## config.mk

```make
export PLATFORM = sky130hd
export DESIGN_NAME = nvrx_top
export DESIGN_NICKNAME = d
export VERILOG_FILES = /design/src/rtl/nvrx_pkg.sv /design/src/rtl/nvrx_sync.sv /design/src/rtl/nvrx_sampler.sv /design/src/rtl/nvrx_ctrl.sv /design/src/rtl/nvrx_flags.sv /design/src/rtl/nvrx_top.sv
export SDC_FILE = /design/constraint.sdc
export NUM_CORES = 1
export LEC_CHECK = 0
export BUFFER_PORTS_ARGS = -buffer_cell sky130_fd_sc_hd__buf_2
export CAP_MARGIN = 5
export CORE_MARGIN = 5
export CORE_UTILIZATION = 45
export CTS_BUF_LIST = sky130_fd_sc_hd__clkbuf_4
export CTS_CLUSTER_DIAMETER = 150
export DETAILED_ROUTE_END_ITERATION = 6
export PLACE_DENSITY = 0.62
export SLEW_MARGIN = 20
export SYNTH_ARGS = -nofsm -noshare
export SYNTH_HDL_FRONTEND = slang
export SYNTH_SLANG_ARGS = --single-unit
```

## constraint.sdc

```tcl
create_clock -name clk -period 6.6 [get_ports clk]
set_input_delay 0.99 -clock clk [delete_from_list [all_inputs] [get_ports clk]]
set_output_delay 0.99 -clock clk [all_outputs]
set_load 0.01 [all_outputs]
```

## src/rtl/nvrx_pkg.sv

```systemverilog
// Package: shared types and the three-sample vote helpers for the receiver.
// Assumes samples are supplied in time order (first, second, third).
package nvrx_pkg;

    typedef enum logic [1:0] {
        RX_IDLE  = 2'd0,
        RX_START = 2'd1,
        RX_DATA  = 2'd2,
        RX_STOP  = 2'd3
    } rx_state_t;

    // Majority of three samples
    function automatic logic maj3(input logic a, input logic b, input logic c);
        return (a & b) | (a & c) | (b & c);
    endfunction

    // True when the three samples do not all agree
    function automatic logic mixed3(input logic a, input logic b, input logic c);
        return !((a == b) && (b == c));
    endfunction

endpackage

```

## src/rtl/nvrx_sync.sv

```systemverilog
// Module: multi-stage synchronizer bringing an asynchronous line into clk.
// Assumes the line idles at IDLE_VAL; reset loads that value into every stage.
module nvrx_sync #(
    parameter int  STAGES   = 2,
    parameter logic IDLE_VAL = 1'b1
) (
    input  logic clk,
    input  logic rst_n,
    input  logic async_in,
    output logic sync_out
);
    logic [STAGES-1:0] chain;

    // Shift the line through the flop chain
    always_ff @(posedge clk) begin
        if (!rst_n) chain <= {STAGES{IDLE_VAL}};
        else        chain <= {chain[STAGES-2:0], async_in};
    end

    assign sync_out = chain[STAGES-1];
endmodule

```

## src/rtl/nvrx_sampler.sv

```systemverilog
// Module: per-bit sample counter and mid-bit three-sample voting window.
// Assumes start pulses on the tick that is sample 1 of the start bit and
// run stays high for the rest of the frame. Produces one decision per bit,
// on the tick that carries the third window sample.
module nvrx_sampler
    import nvrx_pkg::*;
#(
    parameter int OVS_HI = 16,
    parameter int OVS_LO = 8
) (
    input  logic clk,
    input  logic rst_n,
    input  logic tick,
    input  logic start,
    input  logic run,
    input  logic ovs8,
    input  logic din,
    output logic bit_done,
    output logic bit_val,
    output logic bit_noise
);
    localparam int CW     = $clog2(OVS_HI + 1);
    localparam int MID_HI = OVS_HI / 2 + 1;
    localparam int MID_LO = OVS_LO / 2 + 1;

    logic [CW-1:0] cnt;
    logic [CW-1:0] idx_now;
    logic [CW-1:0] n_lim;
    logic [CW-1:0] mid;
    logic          s_first;
    logic          s_second;

    // Select bit length and window centre for the current rate
    always_comb begin
        n_lim = ovs8 ? CW'(OVS_LO) : CW'(OVS_HI);
        mid   = ovs8 ? CW'(MID_LO) : CW'(MID_HI);
    end

    // Index of the sample taken on this tick
    assign idx_now = (cnt == n_lim) ? CW'(1) : cnt + CW'(1);

    // Track sample index within the bit
    always_ff @(posedge clk) begin
        if (!rst_n)           cnt <= '0;
        else if (tick) begin
            if (start)        cnt <= CW'(1);
            else if (run)     cnt <= idx_now;
        end
    end

    // Capture the first two window samples
    always_ff @(posedge clk) begin
        if (!rst_n) begin
            s_first  <= 1'b1;
            s_second <= 1'b1;
        end else if (tick && run && !start) begin
            if (idx_now == mid - CW'(1)) s_first  <= din;
            if (idx_now == mid)          s_second <= din;
        end
    end

    // Decide on the third window sample
    always_comb begin
        bit_done  = tick && run && !start && (idx_now == mid + CW'(1));
        bit_val   = maj3(s_first, s_second, din);
        bit_noise = mixed3(s_first, s_second, din);
    end
endmodule

```

## src/rtl/nvrx_ctrl.sv

```systemverilog
// Module: frame sequencer. Detects the start edge, confirms the start bit,
// assembles data LSB first, checks the stop bit, and accumulates frame noise.
// Assumes one bit decision per bit from the sampler; the rate is latched
// at the start edge so it cannot change mid-frame.
module nvrx_ctrl
    import nvrx_pkg::*;
#(
    parameter int DW = 8
) (
    input  logic          clk,
    input  logic          rst_n,
    input  logic          tick,
    input  logic          din,
    input  logic          ovs8_eff,
    input  logic          bit_done,
    input  logic          bit_val,
    input  logic          bit_noise,
    output logic          run,
    output logic          start_det,
    output logic          ovs8_q,
    output logic          xfer,
    output logic [DW-1:0] xdata,
    output logic          xnoise
);
    localparam int BCW = $clog2(DW);

    rx_state_t      state;
    logic           prev_s;
    logic [BCW-1:0] bit_idx;
    logic [DW-1:0]  shreg;
    logic           frame_noise;

    // Falling edge seen on a sample tick while idle
    assign start_det = tick && (state == RX_IDLE) && prev_s && !din;
    assign run       = (state != RX_IDLE);

    // Remember the previous sampled line level
    always_ff @(posedge clk) begin
        if (!rst_n)    prev_s <= 1'b1;
        else if (tick) prev_s <= din;
    end

    // Latch the effective rate at frame start
    always_ff @(posedge clk) begin
        if (!rst_n)         ovs8_q <= 1'b0;
        else if (start_det) ovs8_q <= ovs8_eff;
    end

    // Frame state machine with shift register and noise accumulation
    always_ff @(posedge clk) begin
        if (!rst_n) begin
            state       <= RX_IDLE;
            bit_idx     <= '0;
            shreg       <= '0;
            frame_noise <= 1'b0;
        end else begin
            unique case (state)
                RX_IDLE: begin
                    if (start_det) begin
                        state       <= RX_START;
                        frame_noise <= 1'b0;
                    end
                end
                RX_START: begin
                    if (bit_done) begin
                        if (bit_val) begin
                            state <= RX_IDLE;
                        end else begin
                            state       <= RX_DATA;
                            bit_idx     <= '0;
                            frame_noise <= frame_noise | bit_noise;
                        end
                    end
                end
                RX_DATA: begin
                    if (bit_done) begin
                        shreg       <= {bit_val, shreg[DW-1:1]};
                        frame_noise <= frame_noise | bit_noise;
                        if (bit_idx == BCW'(DW - 1)) state <= RX_STOP;
                        else                         bit_idx <= bit_idx + BCW'(1);
                    end
                end
                RX_STOP: begin
                    if (bit_done) state <= RX_IDLE;
                end
                default: state <= RX_IDLE;
            endcase
        end
    end

    // Hand the frame over on a good stop bit
    always_comb begin
        xfer   = (state == RX_STOP) && bit_done && bit_val;
        xdata  = shreg;
        xnoise = frame_noise | bit_noise;
    end
endmodule

```

## src/rtl/nvrx_flags.sv

```systemverilog
// Module: receive data register, ready and noise flags, error interrupt.
// Assumes xfer is a one-cycle pulse; a set in the same cycle as a clear wins.
module nvrx_flags #(
    parameter int DW = 8
) (
    input  logic          clk,
    input  logic          rst_n,
    input  logic          xfer,
    input  logic [DW-1:0] xdata,
    input  logic          xnoise,
    input  logic          rd_strobe,
    input  logic          noise_clr,
    input  logic          multibuf_mode,
    input  logic          err_irq_en,
    output logic [DW-1:0] rx_data,
    output logic          rx_ready,
    output logic          noise_flag,
    output logic          err_irq
);
    // Load the data register on each accepted frame
    always_ff @(posedge clk) begin
        if (!rst_n)    rx_data <= '0;
        else if (xfer) rx_data <= xdata;
    end

    // Ready flag: set by a transfer, cleared by a read
    always_ff @(posedge clk) begin
        if (!rst_n)         rx_ready <= 1'b0;
        else if (xfer)      rx_ready <= 1'b1;
        else if (rd_strobe) rx_ready <= 1'b0;
    end

    // Sticky noise flag: set with ready, cleared by a pulse
    always_ff @(posedge clk) begin
        if (!rst_n)              noise_flag <= 1'b0;
        else if (xfer && xnoise) noise_flag <= 1'b1;
        else if (noise_clr)      noise_flag <= 1'b0;
    end

    // Noise interrupts only in multibuffer mode with the enable set
    assign err_irq = noise_flag && multibuf_mode && err_irq_en;
endmodule

```

## src/rtl/nvrx_top.sv

```systemverilog
// Module: oversampling UART receiver top. Synchronizes the line, votes each
// bit from three mid-bit samples, sequences frames and keeps the flags.
// Assumes sample_tick pulses at OVS_HI or OVS_LO times the bit rate.
module nvrx_top
    import nvrx_pkg::*;
#(
    parameter int DW       = 8,
    parameter int OVS_HI   = 16,
    parameter int OVS_LO   = 8,
    parameter int SYNC_STG = 2
) (
    input  logic          clk,
    input  logic          rst_n,
    input  logic          rx_line,
    input  logic          sample_tick,
    input  logic          ovs8_req,
    input  logic          special_mode,
    input  logic          multibuf_mode,
    input  logic          err_irq_en,
    input  logic          rd_strobe,
    input  logic          noise_clr,
    output logic [DW-1:0] rx_data,
    output logic          rx_ready,
    output logic          noise_flag,
    output logic          err_irq
);
    logic          din;
    logic          ovs8_eff;
    logic          run;
    logic          start_det;
    logic          ovs8_q;
    logic          bit_done;
    logic          bit_val;
    logic          bit_noise;
    logic          xfer;
    logic [DW-1:0] xdata;
    logic          xnoise;

    // Special modes force 16x sampling
    assign ovs8_eff = ovs8_req && !special_mode;

    nvrx_sync #(.STAGES(SYNC_STG), .IDLE_VAL(1'b1)) u_sync (
        .clk      (clk),
        .rst_n    (rst_n),
        .async_in (rx_line),
        .sync_out (din)
    );

    nvrx_sampler #(.OVS_HI(OVS_HI), .OVS_LO(OVS_LO)) u_samp (
        .clk       (clk),
        .rst_n     (rst_n),
        .tick      (sample_tick),
        .start     (start_det),
        .run       (run),
        .ovs8      (ovs8_q),
        .din       (din),
        .bit_done  (bit_done),
        .bit_val   (bit_val),
        .bit_noise (bit_noise)
    );

    nvrx_ctrl #(.DW(DW)) u_ctrl (
        .clk       (clk),
        .rst_n     (rst_n),
        .tick      (sample_tick),
        .din       (din),
        .ovs8_eff  (ovs8_eff),
        .bit_done  (bit_done),
        .bit_val   (bit_val),
        .bit_noise (bit_noise),
        .run       (run),
        .start_det (start_det),
        .ovs8_q    (ovs8_q),
        .xfer      (xfer),
        .xdata     (xdata),
        .xnoise    (xnoise)
    );

    nvrx_flags #(.DW(DW)) u_flags (
        .clk           (clk),
        .rst_n         (rst_n),
        .xfer          (xfer),
        .xdata         (xdata),
        .xnoise        (xnoise),
        .rd_strobe     (rd_strobe),
        .noise_clr     (noise_clr),
        .multibuf_mode (multibuf_mode),
        .err_irq_en    (err_irq_en),
        .rx_data       (rx_data),
        .rx_ready      (rx_ready),
        .noise_flag    (noise_flag),
        .err_irq       (err_irq)
    );
endmodule

```

==> flow_metrics.py, run 1 <==
metrics = {
    "yosys": {
        "yosysSeqAreaShare_pct": 38.4,
        "yosys_warnings": 0,
        "synth_top_area_cell": "dfxtp_1",
        "ys_ff_latch": 35,
        "syn_inst": 190,
        "synthTopCellsByCount": "dfxtp_1 (35), nand2_1 (29), mux2i_1 (21)",
        "synth_async_sr_flop_share_pct": 0,
        "synthesis.nets": 213,
        "synth_enable_flop_cells": 0,
        "ys.flop_type": "dfxtp_1",
        "syn_area_um2": 1820,
        "synth.most_common_cell": "dfxtp_1",
        "yosysUniqueCellTypes": 48,
        "synth_top_area_share_pct": 38.4,
        "synth.top_cells.by_area": "dfxtp_1 (38%), mux2i_1 (12%), ha_1 (8.9%)",
        "postSynthAreaPerCell_um2": 9.60,
    },
    "global_routing": {
        "antenna_found_initial": 0,
        "grt_use_total_pct": 14.2,
        "grt-ovfl-total": 0,
        "grt_pass1_vias": 1405,
        "grt_max_degree": 35,
        "grt_pass1_wl_um": 5950,
    },
    "detailed_routing": {
        "vias": 1432,
        "routed_wl_um": 3460,
        "drt_iter0_drc": 56,
        "wire_per_inst_um": 13.4,
        "first_pass_iters": 4,
        "ant_nets": 0,
        "routed_via_density": 5.53,
        "drc": 0,
    },
    "floorplan": {
        "dieWidth_um": 73.7,
        "core_area_um2": 3970,
        "pin_count": 21,
        "initial_core_util_pct": 45.9,
        "row_count": 23,
        "die-height_um": 73.7,
        "die_area_um2": 5430,
    },
    "sta": {
        "tightest_slew_ps": 571,
        "maxSlewHeadroom_pct": 62.0,
        "rsz0062_at_grt": "false",
        "period_share_pct": 41.9,
        "skew_ps": 8.56,
        "setup_viol": 0,
        "timing.fmax_ghz": 0.361,
        "fin_tns_setup_ps": 0,
        "drv_slew": 0,
        "finalHoldViolCount": 0,
        "fin_crit_ps": 2770,
    },
    "layout": {
        "final_util_pct": 50.0,
        "n_antenna_cell": 0,
        "nets": 231,
        "area_growth_pct": 8.78,
        "drive_above_1_share_pct": 17.7,
    },
    "critical_path": {
        "r2r-start": "u_samp.cnt[0]",
        "cp-startpoint": "u_samp.cnt[0]",
        "crit_required_ps": 6880,
        "crit_path_start_kind": "flip-flop",
        "end_kind": "flip-flop",
        "worstSetupPathType": "reg -> reg",
        "r2r-end": "u_flags.rx_data[5]",
        "rrSetupSlack_ps": 3830,
        "crit_end": "u_flags.rx_data[5]",
        "reg2regPathDepth": 7,
        "crit_arrival_ps": 3040,
        "crit_fanout": 11,
    },
    "clock_network": {
        "cts_hold_buf": 0,
        "cts_tree": "done",
        "cts_buffers": 5,
        "cts-htree-levels": 2,
        "postCtsSetupBuffers": 0,
        "path_clk_slew_ps": 110,
        "clk_path_buf_depth": 2,
        "cts.sinks": 35,
        "clkLatencyLatePin_ps": 340,
        "ctsResizeCount": 0,
        "cts_root_buf": "clkbuf_4",
    },
    "status": {
        "status": "finished, final reports clean",
    },
    "min_path": {
        "hp-class": "reg -> reg",
    },
    "place": {
        "port_buffers": 20,
        "dp_hpwl_um": 2520,
        "gp_congestion": 0.923,
    },
    "pwr": {
        "irDropWorstVdd_uv": 102,
        "powerDensity_nw_per_um2": 190,
        "p_leak_nw": 0.862,
    },
    "flow_run": {
        "cap_violations": 0,
    },
}
per-stage QoR:
stage / power (mW) / worst slack (ps) / area, µm² / hold WS, ps / cells
3_5_place_dp: 0.263 / 3700 / 1930 / 397 / 251
5_1_grt: 0.393 / 3630 / 1980 / 463 / 259
6_report: 0.377 / 3830 / 1980 / 420 / 259
2_1_floorplan: 0.253 / 4430 / 1820 / 386 / 190
3_3_place_gp: 0.262 / 3800 / 1930 / 390 / 251
4_1_cts: 0.380 / 3810 / 1980 / 422 / 259
state kept, by name, indices dropped and copies added (netlist names), named ones only:
| signal | count |
|---|---|
| u_flags.noise_flag | 1 |
| u_samp.s_second | 1 |
| u_ctrl.xdata | 8 |
| u_samp.s_first | 1 |
| u_ctrl.ovs8_q | 1 |
| u_flags.rx_ready | 1 |
| u_ctrl.bit_idx | 3 |
| u_flags.rx_data | 8 |
| u_ctrl.frame_noise | 1 |
| u_samp.cnt | 5 |
| u_ctrl.state | 1 |
| u_ctrl.prev_s | 1 |
| u_sync.chain | 2 |
cell usage in the layout (no fill, tap or decap), types with 2 or more instances in the layout:
cell type / synthesis / routed
a211o_1: 2 / 2
and3_1: 2 / 2
a21oi_1: 6 / 6
nand3_1: 7 / 7
clkbuf_4: 0 / 6
nand2b_1: 5 / 5
mux2i_1: 21 / 21
and3b_1: 2 / 2
nor2_1: 8 / 8
nor3_1: 6 / 6
ha_1: 13 / 13
a21boi_1: 2 / 2
nand2_1: 29 / 29
a32o_1: 2 / 2
buf_2: 0 / 20
dfxtp_1: 35 / 35
o21ai_0: 2 / 2
nand3b_1: 3 / 3
a21o_1: 2 / 2
inv_1: 6 / 6
and4_1: 2 / 2
worst max-delay path, stage by stage, from the launching register on:
cell and delay [ps]:
dfxtp_1 500, ha_1 340, or3b_1 380, o41a_1 130, nor3b_2 160, o21a_2 340
and4_1 610, mux2i_1 250
routing by layer:
layer	share of wire, %	vias up	track usage [%]	wire length [µm]
met5	0	-	0	0
met4	1.4	0	5.03	48
met3	5.7	6	5.20	197
met2	49	36	24.4	1680
met1	44	680	16.0	1540
li1	-	710	-	-
worst min-delay path by stage:
stage          cells after the start         endpoint            start
2_1_floorplan                      1  u_sync.chain[1]  u_sync.chain[0]
3_3_place_gp                       1  u_sync.chain[1]  u_sync.chain[0]
3_5_place_dp                       1  u_sync.chain[1]  u_sync.chain[0]
4_1_cts                            1  u_sync.chain[1]  u_sync.chain[0]
5_1_grt                            1  u_sync.chain[1]  u_sync.chain[0]
6_report                           1  u_sync.chain[1]  u_sync.chain[0]
cell families after synthesis:
kind of cell / share of synthesized area [%]
simple gates: 22.2
flops: 38.4
compound gates: 13.5
mux: 11.5
buf+inv: 4.94
fa+ha+maj: 8.92
xor+xnor: 0.480
power breakdown:
group	internal (mW)	switching (mW)	total, mW
Combinational	0.0150	0.0258	0.0408
Sequential	0.214	0.00348	0.217
Clock	0.0452	0.0734	0.119
Total	0.274	0.103	0.377
final cells by class:
class,count,area [µm²]
Sequential cell,35,701
Tap cell,50,62.6
Multi-Input combinational cell,138,1030
Inverter,8,30.0
Clock buffer,6,45.0
Fill cell,381,1990
Timing Repair Buffer,20,100
Clock inverter,2,12.5
No activity file was read; power rests on OpenSTA's default activity.
==> run 2: changes to the inputs <==
- PLACE_DENSITY: 0.62 -> 0.65
- clock period: 6.6 -> 2.44 ns (I/O delays scaled with it)
==> run 2 against run 1 <==
Against the previous run: global-route usage up 0.59 points; via count down 1.4%; wire length up 1.3%; worst hold slack worse by 230 ps; cell count up 2.3%; critical path type unchanged; critical endpoint is now u_ctrl.state[0]; largest cell class unchanged.
==> flow_metrics.py, run 2 (synthesis gave the netlist of run 1 again) <==
metrics = {
    "layout": {
        "final_util_pct": 51.9,
        "area_growth_pct": 12.9,
        "final_common_cell": "dfxtp_1",
        "n_antenna_cell": 0,
        "drive_above_1_share_pct": 20.5,
        "mostFrequentLayoutCells": "dfxtp_1 (35), nand2_1 (29), mux2i_1 (21)",
        "nets": 237,
    },
    "pwr": {
        "irDropWorstVdd_uv": 378,
        "powerDensity_nw_per_um2": 558,
        "p_leak_nw": 0.905,
    },
    "global_routing": {
        "grt-ovfl-total": 0,
        "grt_use_total_pct": 14.8,
        "antenna_found_initial": 0,
        "grt_pass1_wl_um": 6130,
        "grt_max_degree": 34,
        "grt_pass1_vias": 1350,
    },
    "floorplan": {
        "die-height_um": 73.7,
        "pin_count": 21,
        "row_count": 23,
        "core_area_um2": 3970,
        "dieWidth_um": 73.7,
        "initial_core_util_pct": 45.9,
        "die_area_um2": 5430,
    },
    "clock_network": {
        "cts.sinks": 35,
        "cts-htree-levels": 2,
        "cts_tree": "done",
        "path_clk_slew_ps": 120,
        "clkLatencyLatePin_ps": 350,
        "cts_buffers": 5,
        "cts_root_buf": "clkbuf_4",
        "clk_path_buf_depth": 2,
        "cts_hold_buf": 0,
    },
    "status": {
        "status": "finished, final reports clean",
    },
    "critical_path": {
        "crit_path_start_kind": "flip-flop",
        "crit_fanout": 8,
        "path_cells": "ha_2 > or3b_1 > o41a_1 > nor3b_2 > o21a_2 > buf_4 > a31oi_4 > a221oi_2",
        "critPathSlowestCell": "dfxtp_1",
        "end_kind": "flip-flop",
        "crit_required_ps": 2710,
        "cpPeakStageDelay_ps": 460,
        "worst-path-buf-inv": 1,
        "worstSetupPathType": "reg -> reg",
        "crit_family": "compound AO/OA/AOI/OAI gates",
        "crit_arrival_ps": 2500,
    },
    "detailed_routing": {
        "routed_via_density": 5.33,
        "drc": 0,
        "vias": 1412,
        "routed_wl_um": 3510,
        "ant_nets": 0,
        "drt_iter0_drc": 42,
        "wire_per_inst_um": 13.2,
        "first_pass_iters": 4,
    },
    "sta": {
        "period_share_pct": 91.4,
        "fin_crit_ps": 2230,
        "fin_ws_ps": 210,
        "tightest_slew_ps": 411,
        "fin_tns_setup_ps": 0,
        "rsz0062_at_grt": "false",
        "finalHoldViolCount": 0,
        "maxSlewHeadroom_pct": 72.6,
        "timing.fmax_ghz": 0.448,
        "skew_ps": 14.0,
        "drv_slew": 0,
        "setup_viol": 0,
    },
    "place": {
        "gp_congestion": 0.808,
        "pre_cts_slack_ps": 205,
        "dp_hpwl_um": 2560,
        "port_buffers": 20,
    },
    "flow_run": {
        "cap_violations": 0,
    },
    "min_path": {
        "hp-class": "in -> reg",
    },
}
run 2: cell types whose count changed in the layout (fill, tap and decap cells not counted), sizes merged:
cell      previous run  this run
clkinvlp             1         0
buf                 20        26
clkbuf               6         5
inv                  7         8
bufinv               0         1
run 2: worst paths after layout:
kind	start	endpoint	slack (ps)	depth (start not counted)
hold / removal	rx_line	u_sync.chain[0]	190	2
setup / recovery	u_samp.cnt[1]	u_ctrl.state[0]	210	8
setup reg to reg	u_samp.cnt[1]	u_ctrl.state[0]	210	8
hold reg to reg	u_sync.chain[0]	u_sync.chain[1]	450	1
run 2: final cells by class:
type	instances	area, µm²
clock buffer	5	37.5
sequential	35	701
inverter	8	30.0
tap	50	62.6
multi-input combinational	138	1040
clock inverter	3	47.5
fill	378	1910
timing repair buffer	26	145
run 2: metal layers:
layer  part of all wire (%)  global-route usage, %
met1                     48                   18.2
met4                    1.3                   4.63
met5                      0                      0
met2                     47                   23.6
met3                    3.7                   5.75
run 2: power by group:
group / switching [mW] / leakage (nW) / total [mW] / internal, mW
sequential: 0.00678 / 0.283 / 0.585 / 0.579
combinational: 0.0748 / 0.576 / 0.120 / 0.0451
clock: 0.224 / 0.0458 / 0.445 / 0.221
total: 0.306 / 0.905 / 1.15 / 0.845
run 2: what timing repair did:
action / 4_1_cts / 5_1_grt
hold endpoints to repair: 0 / 0
setup endpoints to repair: 0 / 1
buffers inserted: 0 / 0
resized for setup: 0 / 1
run 2: metrics by stage:
step	hold slack, ps	area (µm²)	power [mW]	std cells
6_report	191	2060	1.15	265
5_1_grt	184	2060	1.20	265
4_1_cts	187	2060	1.16	265
3_5_place_dp	425	1970	0.718	257
3_3_place_gp	393	1970	0.719	257
2_1_floorplan	386	1820	0.684	190
==> run 3: changes to the inputs <==
- ABC_AREA: not set -> 1
==> run 3 against run 2 <==
Against the previous run: utilization increased by 0.94 points; synthesized cell count is 22% higher; count of clock-buffer cells in the layout stayed put; highest routed layer unchanged; largest cell class unchanged; largest power group unchanged; non-clock buffer count is 5 lower.
==> flow_metrics.py, run 3 <==
metrics = {
    "status": {
        "status": "finished, final reports clean",
    },
    "detailed_routing": {
        "wire_per_inst_um": 11.6,
        "ant_nets": 0,
        "drt_iter0_drc": 96,
        "routed_via_density": 4.92,
        "first_pass_iters": 4,
        "routed_wl_um": 3510,
        "vias": 1492,
        "drc": 0,
    },
    "yosys": {
        "synth_async_sr_flop_share_pct": 0,
        "yosysUniqueCellTypes": 25,
        "yosys_warnings": 0,
        "synth.most_common_cell": "nand2_1",
        "ys_ff_latch": 35,
        "syn_area_um2": 1700,
        "synth_enable_flop_cells": 0,
        "syn_inst": 231,
        "postSynthAreaPerCell_um2": 7.37,
        "synth.top_cells.by_area": "dfxtp_1 (41%), nand2_1 (10%), ha_1 (9.6%)",
        "synth_top_area_share_pct": 41.1,
        "synth_top_area_cell": "dfxtp_1",
        "yosysSeqAreaShare_pct": 41.1,
        "synthTopCellsByCount": "nand2_1 (47), dfxtp_1 (35), inv_1 (27), nor2_1 (27), a21oi_1 (21)",
        "ys.flop_type": "dfxtp_1",
        "synthesis.nets": 254,
    },
    "sta": {
        "tightest_slew_ps": 723,
        "drv_slew": 0,
        "fin_ws_ps": 279,
        "timing.fmax_ghz": 0.463,
        "setup_viol": 0,
        "skew_ps": 8.65,
        "rsz0062_at_grt": "false",
        "finalHoldViolCount": 0,
        "fin_tns_setup_ps": 0,
        "fin_crit_ps": 2160,
        "period_share_pct": 88.6,
        "maxSlewHeadroom_pct": 51.7,
    },
    "floorplan": {
        "row_count": 22,
        "core_area_um2": 3660,
        "die-height_um": 71.5,
        "dieWidth_um": 71.5,
        "pin_count": 21,
        "initial_core_util_pct": 46.5,
        "die_area_um2": 5110,
    },
    "critical_path": {
        "crit_arrival_ps": 2420,
        "reg2regPathDepth": 12,
        "critPathSlowestCell": "dfxtp_1",
        "crit_end": "u_flags.rx_data[6]",
        "path_cells": "inv_1 > ha_1 > inv_1 > nor2_1 > nand3_1 > o21ai_1 > nor2_2 > nand2_2 > nor3_4 > inv_4 > nor2_1 > nor2_1",
        "end_kind": "flip-flop",
        "cp-startpoint": "u_samp.cnt[0]",
        "cp.depth": 12,
        "crit_fanout": 10,
        "crit_path_start_kind": "flip-flop",
        "worstSetupPathType": "reg -> reg",
        "cpPeakStageDelay_ps": 480,
        "crit_family": "simple AND/OR/NAND/NOR gates",
        "r2r-start": "u_samp.cnt[0]",
        "r2r-end": "u_flags.rx_data[6]",
        "rrSetupSlack_ps": 280,
        "crit_top_cell": "nor2_1",
        "crit_required_ps": 2700,
        "worst-path-buf-inv": 3,
    },
    "pwr": {
        "powerDensity_nw_per_um2": 712,
        "switchingPower_mw": 0.443,
        "p_leak_nw": 0.951,
        "switching_share_pct": 32.2,
        "share_seq_of_total_power_pct": 46.6,
        "p_total_mw": 1.38,
        "clkPwrFrac_pct": 30.9,
        "p_comb_share_pct": 22.5,
        "p_int_mw": 0.933,
        "irDropWorstVdd_uv": 364,
    },
    "clock_network": {
        "cts_buffers": 5,
        "cts_tree": "done",
        "cts_hold_buf": 0,
        "postCtsSetupBuffers": 0,
        "cts.sinks": 35,
        "ctsResizeCount": 0,
        "cts-htree-levels": 2,
        "path_clk_slew_ps": 120,
        "clkLatencyLatePin_ps": 350,
        "cts_root_buf": "clkbuf_4",
        "clk_path_buf_depth": 2,
    },
    "place": {
        "port_buffers": 20,
        "pre_cts_slack_ps": 267,
        "gp_congestion": 0.813,
        "dp_hpwl_um": 2530,
    },
    "flow_run": {
        "cap_violations": 0,
    },
    "global_routing": {
        "grt_use_total_pct": 15.0,
        "grt_pass1_wl_um": 6200,
        "antenna_found_initial": 0,
        "grt-ovfl-total": 0,
        "grt_pass1_vias": 1424,
        "grt_max_degree": 23,
    },
    "layout": {
        "nets": 277,
        "mostFrequentLayoutCells": "nand2_1 (47), dfxtp_1 (35), inv_1 (27), nor2_1 (27), a21oi_1 (21)",
        "final_common_cell": "nand2_1",
        "fillers": 353,
        "n_antenna_cell": 0,
        "area_growth_pct": 13.5,
        "drive_above_1_share_pct": 16.1,
    },
    "min_path": {
        "hp-class": "in -> reg",
        "min_path_cells": 2,
    },
}
-- run 3: cell types whose count changed after synthesis, moves of 3 or more --
cell	before	now
a21oi_1	6	21
buf_6	3	0
inv_1	6	27
mux2i_1	21	0
nand2_1	29	47
nand2b_1	5	0
nand3_1	7	19
nand3b_1	3	0
nor2_1	8	27
nor3_1	6	1
o21ai_0	2	15
or2_2	0	3
-- run 3: worst reg2reg max path: stages (launching register included) --
cell	delay, ps
dfxtp_1	480
inv_1	80
ha_1	220
inv_1	60
nor2_1	30
nand3_1	170
o21ai_1	110
nor2_2	180
nand2_2	120
nor3_4	360
inv_4	100
nor2_1	110
nor2_1	50
-- run 3: how the worst min path moves through the flow --
stage	startpoint	to	slack, ps
after global placement	u_sync.chain[0]	u_sync.chain[1]	400
after CTS	rx_line	u_sync.chain[0]	190
after floorplan	u_sync.chain[0]	u_sync.chain[1]	390
after global routing	rx_line	u_sync.chain[0]	190
final	rx_line	u_sync.chain[0]	210
after detailed placement	u_sync.chain[0]	u_sync.chain[1]	400
-- run 3: power by group through the flow --
stage / clock, mW / combinational [mW] / sequential (mW)
floorplan: 0 / 0.246 / 0.646
global placement: 0 / 0.308 / 0.654
detailed placement: 0 / 0.306 / 0.654
CTS: 0.441 / 0.310 / 0.641
global route: 0.462 / 0.365 / 0.647
finish: 0.425 / 0.310 / 0.641
-- run 3: metal layers --
| metal | track usage [%] | part of all wire, % | up-vias |
|---|---|---|---|
| li1 | - | - | 791 |
| met1 | 18.6 | 47 | 669 |
| met4 | 6.05 | 1.7 | 0 |
| met2 | 24.0 | 47 | 25 |
| met3 | 5.05 | 4.6 | 7 |
| met5 | 0 | 0 | - |
-- run 3: layout make-up --
type	instances	area, µm²	area share [%]
clock buffers	5	37.5	1.94
clock inverters	3	43.8	2.27
inverters	29	111	5.76
multi-input cells	162	872	45.1
flip-flops and latches	35	701	36.2
well taps	48	60.1	3.11
repair buffers	21	108	5.57
-- run 3: kinds of logic (layout without fill, tap and decap cells) --
family | count (synthesis) | in the layout | synth area share [%]
fa+ha+maj | 13 | 13 | 9.55
compound gates | 40 | 40 | 12.1
buf+inv | 34 | 58 | 7.64
flops | 35 | 35 | 41.1
xor+xnor | 2 | 2 | 1.03
simple gates | 107 | 107 | 28.5
-- run 3: per-stage QoR --
| stage | std cells | cell area (µm²) | hold WS, ps | util [%] |
|---|---|---|---|---|
| global placement | 295 | 1850 | 396 | 50.6 |
| CTS | 303 | 1930 | 191 | 52.8 |
| floorplan | 231 | 1700 | 393 | - |
| finish | 303 | 1930 | 209 | 52.8 |
| global route | 303 | 1930 | 190 | 52.8 |
| detailed placement | 295 | 1850 | 399 | 50.6 |
